==> config.mk <==
export PLATFORM = sky130hd
export DESIGN_NAME = wake_pattern_matcher
export DESIGN_NICKNAME = d
export VERILOG_FILES = /design/src/rtl/wpm_pkg.sv /design/src/rtl/wpm_regs.sv /design/src/rtl/wpm_pos.sv /design/src/rtl/wpm_lane.sv /design/src/rtl/wake_pattern_matcher.sv
export SDC_FILE = /design/constraint.sdc
export NUM_CORES = 2
export LEC_CHECK = 0
export CAP_MARGIN = 5
export CORE_ASPECT_RATIO = 0.75
export CORE_UTILIZATION = 55
export DETAILED_ROUTE_END_ITERATION = 8
export PLACE_DENSITY = 0.79
export SLEW_MARGIN = 20
export SYNTH_ARGS = -nofsm -noshare
export SYNTH_HDL_FRONTEND = slang
export SYNTH_SLANG_ARGS = --single-unit
==> constraint.sdc <==
create_clock -name clk -period 8.38 [get_ports clk]
set_clock_uncertainty 0.15 [all_clocks]
set_input_delay 0.838 -clock clk [delete_from_list [all_inputs] [get_ports clk]]
set_output_delay 0.838 -clock clk [all_outputs]
set_load 0.005 [all_outputs]
==> src/rtl/wpm_pkg.sv <==
`timescale 1ns/1ps
package wpm_pkg;
  localparam int REG_W = 16;
  localparam int CRC_W = 32;
  localparam logic [31:0] CRC_SEED   = 32'hFFFF_FFFF;
  localparam logic [31:0] CRC_POLY_R = 32'hEDB8_8320;

  // One byte of reflected Ethernet CRC, data consumed LSB first.
  function automatic logic [31:0] crc_step(input logic [31:0] c, input logic [7:0] d);
    logic [31:0] r;
    r = c ^ {24'd0, d};
    for (int k = 0; k < 8; k++)
      r = r[0] ? ((r >> 1) ^ CRC_POLY_R) : (r >> 1);
    return r;
  endfunction
endpackage

==> src/rtl/wpm_regs.sv <==
`timescale 1ns/1ps
module wpm_regs import wpm_pkg::*; #(
  parameter int NUM_PAT   = 2,
  parameter int WIN_BYTES = 64,
  parameter int SLOT_AW   = 3,
  parameter int AW        = 4
) (
  input  logic                                clk,
  input  logic                                rst_n,
  input  logic                                wr,
  input  logic                                rd,
  input  logic [AW-1:0]                       addr,
  input  logic [REG_W-1:0]                    wdata,
  output logic [REG_W-1:0]                    rdata,
  output logic [NUM_PAT-1:0][WIN_BYTES-1:0]   mask_o,
  output logic [NUM_PAT-1:0][CRC_W-1:0]       crc_o
);
  localparam int MASK_SLOTS = WIN_BYTES / REG_W;
  localparam int PAT_W      = AW - SLOT_AW;

  logic [NUM_PAT-1:0][WIN_BYTES-1:0] mask_q;
  logic [NUM_PAT-1:0][CRC_W-1:0]     crc_q;
  logic [PAT_W-1:0]                  pat_sel;
  logic [SLOT_AW-1:0]                slot;

  assign pat_sel = addr[AW-1:SLOT_AW];
  assign slot    = addr[SLOT_AW-1:0];

  always_ff @(posedge clk) begin
    if (!rst_n) begin
      mask_q <= '0;
      crc_q  <= '0;
    end else if (wr) begin
      for (int p = 0; p < NUM_PAT; p++) begin
        if (PAT_W'(p) == pat_sel) begin
          if (int'(slot) < MASK_SLOTS)
            mask_q[p][int'(slot)*REG_W +: REG_W] <= wdata;
          else if (int'(slot) == MASK_SLOTS)
            crc_q[p][REG_W-1:0] <= wdata;
          else if (int'(slot) == MASK_SLOTS + 1)
            crc_q[p][CRC_W-1:REG_W] <= wdata;
        end
      end
    end
  end

  always_comb begin
    rdata = '0;
    if (rd) begin
      for (int p = 0; p < NUM_PAT; p++) begin
        if (PAT_W'(p) == pat_sel) begin
          if (int'(slot) < MASK_SLOTS)
            rdata = mask_q[p][int'(slot)*REG_W +: REG_W];
          else if (int'(slot) == MASK_SLOTS)
            rdata = crc_q[p][REG_W-1:0];
          else if (int'(slot) == MASK_SLOTS + 1)
            rdata = crc_q[p][CRC_W-1:REG_W];
        end
      end
    end
  end

  assign mask_o = mask_q;
  assign crc_o  = crc_q;
endmodule

==> src/rtl/wpm_pos.sv <==
`timescale 1ns/1ps
module wpm_pos #(
  parameter int WIN_BYTES = 64,
  parameter int POS_W     = 7
) (
  input  logic             clk,
  input  logic             rst_n,
  input  logic             valid,
  input  logic             sof,
  input  logic             eof,
  output logic             accept,
  output logic             frame_end,
  output logic             in_frame,
  output logic [POS_W-1:0] pos_cnt,
  output logic [POS_W-1:0] byte_idx
);
  localparam logic [POS_W-1:0] POS_MAX = POS_W'(WIN_BYTES);

  logic [POS_W-1:0] pos_q;
  logic             in_frame_q;

  assign accept    = valid && (sof || in_frame_q);
  assign frame_end = accept && eof;
  assign byte_idx  = sof ? '0 : pos_q;
  assign in_frame  = in_frame_q;
  assign pos_cnt   = pos_q;

  always_ff @(posedge clk) begin
    if (!rst_n) begin
      pos_q      <= '0;
      in_frame_q <= 1'b0;
    end else if (accept) begin
      in_frame_q <= !eof;
      if (sof)                 pos_q <= POS_W'(1);
      else if (pos_q != POS_MAX) pos_q <= pos_q + POS_W'(1);
    end
  end
endmodule

==> src/rtl/wpm_lane.sv <==
`timescale 1ns/1ps
module wpm_lane import wpm_pkg::*; #(
  parameter int WIN_BYTES = 64,
  parameter int POS_W     = 7
) (
  input  logic                 clk,
  input  logic                 rst_n,
  input  logic                 accept,
  input  logic                 sof,
  input  logic                 eof,
  input  logic [7:0]           data,
  input  logic [POS_W-1:0]     byte_idx,
  input  logic [WIN_BYTES-1:0] prog_mask,
  input  logic [CRC_W-1:0]     prog_crc,
  output logic                 match_o,
  output logic                 enabled_o
);
  localparam int IDX_W = $clog2(WIN_BYTES);

  // True when no selected byte lies beyond the last byte index seen.
  function automatic logic covered(input logic [WIN_BYTES-1:0] m, input logic [POS_W-1:0] last);
    for (int i = 0; i < WIN_BYTES; i++)
      if (m[i] && (i > int'(last))) return 1'b0;
    return 1'b1;
  endfunction

  logic [WIN_BYTES-1:0] act_mask_q, eff_mask;
  logic [CRC_W-1:0]     act_crc_q, eff_crc, crc_q, crc_base, crc_nxt;
  logic                 in_win, take, hit, match_q;

  assign eff_mask  = sof ? prog_mask : act_mask_q;
  assign eff_crc   = sof ? prog_crc  : act_crc_q;
  assign crc_base  = sof ? CRC_SEED  : crc_q;
  assign in_win    = byte_idx < POS_W'(WIN_BYTES);
  assign take      = in_win && eff_mask[byte_idx[IDX_W-1:0]];
  assign crc_nxt   = take ? crc_step(crc_base, data) : crc_base;
  assign enabled_o = |eff_mask;
  assign hit       = enabled_o && covered(eff_mask, byte_idx) && (~crc_nxt == eff_crc);

  always_ff @(posedge clk) begin
    if (!rst_n) begin
      act_mask_q <= '0;
      act_crc_q  <= '0;
      crc_q      <= CRC_SEED;
      match_q    <= 1'b0;
    end else begin
      match_q <= accept && eof && hit;
      if (accept) begin
        crc_q <= crc_nxt;
        if (sof) begin
          act_mask_q <= prog_mask;
          act_crc_q  <= prog_crc;
        end
      end
    end
  end

  assign match_o = match_q;
endmodule

==> src/rtl/wake_pattern_matcher.sv <==
`timescale 1ns/1ps
module wake_pattern_matcher import wpm_pkg::*; #(
  parameter  int NUM_PAT   = 2,
  parameter  int WIN_BYTES = 64,
  localparam int SLOT_AW   = $clog2(WIN_BYTES / REG_W + 2),
  localparam int AW        = SLOT_AW + $clog2(NUM_PAT),
  localparam int POS_W     = $clog2(WIN_BYTES + 1)
) (
  input  logic               clk,
  input  logic               rst_n,
  input  logic               rx_valid,
  input  logic               rx_sof,
  input  logic               rx_eof,
  input  logic [7:0]         rx_data,
  input  logic               reg_wr,
  input  logic               reg_rd,
  input  logic [AW-1:0]      reg_addr,
  input  logic [REG_W-1:0]   reg_wdata,
  output logic [REG_W-1:0]   reg_rdata,
  output logic [NUM_PAT-1:0] match
);
  logic [NUM_PAT-1:0][WIN_BYTES-1:0] prog_mask;
  logic [NUM_PAT-1:0][CRC_W-1:0]     prog_crc;
  logic                              frame_accept, frame_end, in_frame;
  logic [POS_W-1:0]                  pos_cnt, byte_idx;
  logic [NUM_PAT-1:0]                lane_en;

  wpm_regs #(.NUM_PAT(NUM_PAT), .WIN_BYTES(WIN_BYTES), .SLOT_AW(SLOT_AW), .AW(AW)) u_regs (
    .clk(clk), .rst_n(rst_n), .wr(reg_wr), .rd(reg_rd), .addr(reg_addr),
    .wdata(reg_wdata), .rdata(reg_rdata), .mask_o(prog_mask), .crc_o(prog_crc));

  wpm_pos #(.WIN_BYTES(WIN_BYTES), .POS_W(POS_W)) u_pos (
    .clk(clk), .rst_n(rst_n), .valid(rx_valid), .sof(rx_sof), .eof(rx_eof),
    .accept(frame_accept), .frame_end(frame_end), .in_frame(in_frame),
    .pos_cnt(pos_cnt), .byte_idx(byte_idx));

  for (genvar p = 0; p < NUM_PAT; p++) begin : g_lane
    wpm_lane #(.WIN_BYTES(WIN_BYTES), .POS_W(POS_W)) u_lane (
      .clk(clk), .rst_n(rst_n), .accept(frame_accept), .sof(rx_sof), .eof(rx_eof),
      .data(rx_data), .byte_idx(byte_idx), .prog_mask(prog_mask[p]),
      .prog_crc(prog_crc[p]), .match_o(match[p]), .enabled_o(lane_en[p]));
  end
endmodule

### Word level (Yosys, flattened, before mapping)

Cells that the tools add are included.

* word-level logic and storage cells: 7072
* output and inout port bits: 18
* bits of input ports: 35
* ROM bits: 0
* flip-flop bits (word level): 458
* memories kept: 0
* bits in writable memories: 0
* latch bits: 0

* divide/modulo/power cells: 0
* magnitude comparators: 66
* multipliers: 0
* shifts and indexed selects: 4
* equality and inequality tests: 5
* mux-type cells: 6808
* add/subtract/negate cells: 2
* bitwise logic cells: 23
* reductions and logical operators: 148

Operators by type and width (count)
* 1-bit two-way mux: 6768
* 32-bit two-way mux: 22
* 6-bit by 7-bit greater-than comparator with 1-bit output (first input constant): 32
* 13-bit inverter with 14-bit output: 16
* 16-bit two-way mux: 9
* 1-bit logical AND: 136
* 64-bit bitwise mux: 2
* 64-bit two-way mux: 2
* 64-bit OR reduction: 2
* 64-bit by 8-bit variable part select with 16-bit output: 2
* 5-bit by 7-bit greater-than comparator with 1-bit output (first input constant): 16
* 32-bit equality test: 2
* 32-bit inverter: 2
* 16-bit by 33-bit variable shift with 64-bit output (first input constant): 1
* 16-bit by 33-bit variable part select with 64-bit output: 1
* 32-bit by 8-bit XOR with 32-bit output: 2
* 4-bit by 7-bit greater-than comparator with 1-bit output (first input constant): 8
* 7-bit negator with 33-bit output: 1
* 3-bit by 7-bit greater-than comparator with 1-bit output (first input constant): 4
* 7-bit two-way mux: 3
* 2-bit by 7-bit greater-than comparator with 1-bit output (first input constant): 2
* 1-bit binary-select mux with 6-bit select: 2
* 5-bit AND reduction: 2
* 4-bit AND reduction: 2
* 13 further kinds: 17

### Depth between registers and ports, before layout

* depth after elaboration: 1961
* gate-level depth with buffers: 18
* depth with buffers taken out: 11

### By module

Synthesis repeated with hierarchy kept, for this count alone.

* cells, all modules: 3879
* area, all modules: 30616.9 um^2

By module, submodules not included
* wpm_lane (g_lane[0].u_lane): times used 1, sequential area each 2582.5 um^2, cells each 1326, area each 10467.5 um^2
* wpm_lane (g_lane[1].u_lane): times used 1, sequential area each 2582.5 um^2, cells each 1358, area each 10390.0 um^2
* wpm_regs: times used 1, sequential area each 3843.7 um^2, cells each 1139, area each 9290.2 um^2
* wpm_pos: times used 1, sequential area each 160.2 um^2, cells each 56, area each 469.2 um^2

### Worst setup path before layout

No wires, ideal clock.

* path kind: input-to-output
* start: input reg_addr[0]
* end: output reg_rdata[6]
* buffers on the path: 4
* stages on the path: 15
* setup slack: 3.940 ns
* required time: 7.392 ns
* arrival time: 3.452 ns
* cell sequence: clkbuf_1 -> clkbuf_1 -> inv_1 -> ha_1 -> ha_1 -> clkbuf_1 -> buf_1 -> nor2_1 -> a21oi_1 -> o21ai_0 -> a22oi_1 -> o21ai_0 -> mux2i_1 -> nand2_1 -> o211a_1

* longest elaborated chain between the ends: 10
* elaborated cells on any way between the ends: 14
* classes of those cells: order compare: 1; eq/ne: 2; shift: 2; mux: 9

Ends and longest elaborated chain
* start, declared: RTL line wake_pattern_matcher.sv:17 `input logic [AW-1:0] reg_addr,`
* parallel branches: the longest is 8 deep, another holds 64-bit by 8-bit variable part select with 16-bit output
* 16-bit two-way mux *: RTL line wpm_regs.sv:51 `if (PAT_W'(p) == pat_sel) begin`
* 16-bit two-way mux *: RTL line wpm_regs.sv:49 `if (rd) begin`
* end, declared: RTL line wake_pattern_matcher.sv:19 `output logic [REG_W-1:0] reg_rdata,`

Mark *: on every way between the ends.

### Worst setup path after layout

* start: input reg_addr[1]
* end: output reg_rdata[13]

Same word-level chain as after synthesis.

==> results.txt <==
Required @ worst endpoint = 7.39 ns
Syn Inst Count = 3616
Power Total = 5258 uW
RSZ-0062 raised after global routing = no
period utilization = 74.86%
most frequent cells in the layout = nand2_1, a21oi_1, dfxtp_1, nor2_1, xnor2_1
I/O pin count = 53
CP arrival = 5.28 ns
crit path time final = 6.273 ns
Max Cap Viol = 0
fin nets = 3495
commonest non-fill, non-tap cell in the layout = nand2_1
share of cells above drive strength 1 = 6.797%
Setup CP Type = in2out
Max VDD drop = 0.0001617 V
Worst Setup End Kind = output pin
Initial DRC Count = 6056
clk slew on worst S/H paths = 0.07 ns
1st-pass router iterations = 9
static leakage = 0.01036 uW
largest net degree at the start of global routing = 213
synth unique cells = 106
Die X = 261.6 um
reg-to-reg slack, setup = 2.83 ns
Setup WS post-layout = 2.107 ns
post-route setup TNS = 0 ns
Detailed Route WL = 114500 um
CTS H-tree lvls = 2
fmax = 159.4 MHz
via count = 28749
CP max FO = 36
IO Port Bufs = 52
post-synth top area share = 32.99%
postcts setup bufs = 0
Hold Vio Cnt, Final = 0
Vias/cell = 6.951
Cell Pwr Density = 178.2 mW/mm^2
sequential area share after synthesis = 32.99%
crit path launch type = primary input
synth warn = 0
Syn Std Cell Area = 0.02779 sq mm
core area = 0.04931 sq mm
syn nets = 3658
Tightest Pin Transition = 1.200 ns
worst r2r path cells = 11
GRT Residual Overflow = 0
CTS Root Cell = clkbuf_16
Setup Viol. Count Final = 0
Setup WS pre-CTS = 2.251 ns
FFs w/ async S/R, synth = 0%
status = finished clean
global-route wire length before repair = 166400 um
Synth-to-Final Area Change = 6.200%
Hold Path End = g_lane[1].u_lane.act_crc_q[1]
PostCTS Resize Cnt = 0
clock tree from TritonCTS = built
Post-synth EDFFs = 0
Mapped Avg Cell Area = 7.685 sq um
routed len/inst = 27.68 um
hold wc startpoint = g_lane[1].u_lane.act_crc_q[1]
clock sinks = 458
hold buffers post-CTS = 0
vias in the first global route = 24894
Max Buffers Root-to-Sink = 3
Initial Utilization = 56.36%
die area = 0.05144 sq mm
GRT Overall Usage = 43.47%
Final Max Tran Viols = 0
HP Class = reg2reg
hpwl dp = 82190 um
Site Rows = 70
area leader, netlist = dfxtp_1
Rel. slew slack = 19.69%
CTS Buf Count = 46
routability cong. = 1.120
Hold Worst Slack = 0.3058 ns
R2R Path Start = u_pos.pos_cnt[5]
leading post-synthesis cells by cell area = dfxtp_1, nand2_1, a21oi_1, nor2_1, xnor2_1
final antenna-violating net count = 0
Hold Crit Depth = 2
Remaining DRCs = 0
initial antenna violation count = 0
Die Height = 196.7 um
reg2reg end = g_lane[1].u_lane.match_o
Clock Latency Late Sink = 0.61 ns
FF+latch count, synth = 458
Post-synth top flop = dfxtp_1
==> cells in the mapped netlist, drive strengths merged, types with 15 or more instances <==
master,instances
nand2,758
a21oi,473
dfxtp,458
nor2,335
clkbuf,208
xnor2,144
mux2i,110
nand3,105
o21ai,103
buf,99
nor3,70
nor4,69
xor2,54
mux4,51
o22ai,51
inv,34
o211ai,31
a211oi,24
a22oi,24
or3,24
nand4,22
a31oi,21
or4,20
xnor3,18
o211a,17
a221oi,15
mux2,15
==> cells by family after synthesis <==
group | after synthesis | synth area share, %
buf+inv | 344 | 5.835
fa+ha+maj | 7 | 0.3152
compound gates | 904 | 20.09
flops | 458 | 32.99
xor+xnor | 217 | 7.839
mux | 176 | 8.825
simple gates | 1510 | 24.10
==> area by class of cell <==
type / instances / area [sq um]
antenna: 1 / 2.502
clock buffer: 59 / 1261
clock inverter: 23 / 182.7
fill: 4465 / 19800
inverter: 37 / 146.4
multi-input combinational: 2814 / 17070
sequential: 458 / 9173
tap: 648 / 810.8
timing repair buffer: 96 / 870.8
==> registers in the layout, summed over array words and instances, names as in the netlist <==
signal,count
g_lane.u_lane.act_crc_q,64
u_regs.crc_o,64
g_lane.u_lane.crc_q,64
g_lane.u_lane.match_o,2
g_lane.u_lane.act_mask_q,128
u_pos.pos_cnt,7
u_pos.in_frame,1
u_regs.mask_o,128
==> metrics by stage <==
| step | instance area, sq um | std cells | utilization [%] |
|---|---|---|---|
| after floorplan | 27790 | 3616 | - |
| final | 29510 | 4136 | 59.85 |
| after global routing | 29510 | 4135 | 59.85 |
| after detailed placement | 28050 | 4053 | 56.89 |
| after global placement | 28050 | 4053 | 56.89 |
| after CTS | 29500 | 4135 | 59.82 |
==> per-layer routing <==
metal  track usage (%)  part of all wire, %  vias to the layer above  routed length [um]
met1             65.07                   41                    13451               46370
met2             55.20                   37                     2524               42450
met5                 0                0.046                        -                  53
met3             18.93                   19                      305               21890
met4             11.46                  3.2                        2                3711
li1                  -                    -                    12467                   -
==> report_power, final <==
group	total (uW)	switching, uW	internal [uW]
clock	2060	958	1100
combinational	952	612	340
sequential	2240	44.9	2200
==> how the worst max path moves through the flow <==
stage                      from                  endpoint  depth (start not counted)
floorplan           reg_addr[0]              reg_rdata[6]                         15
CTS                 reg_addr[1]             reg_rdata[11]                         12
finish              reg_addr[1]             reg_rdata[13]                         12
detailed placement       rx_sof  g_lane[1].u_lane.match_o                         12
global placement         rx_sof  g_lane[1].u_lane.match_o                         12
global route        reg_addr[1]             reg_rdata[13]                         12
==> worst max-delay path, stage by stage <==
cell             delay [ns]
clkdlybuf4s50_1        0.46
buf_4                  0.46
inv_1                  0.16
ha_1                   0.42
and2_1                 0.50
nor2_1                 1.03
a22oi_1                0.13
o21ai_0                0.21
mux2i_1                0.10
nand2_1                0.09
o211a_1                0.30
clkdlybuf4s50_1        0.56
Power figures use the tool's default switching activity.
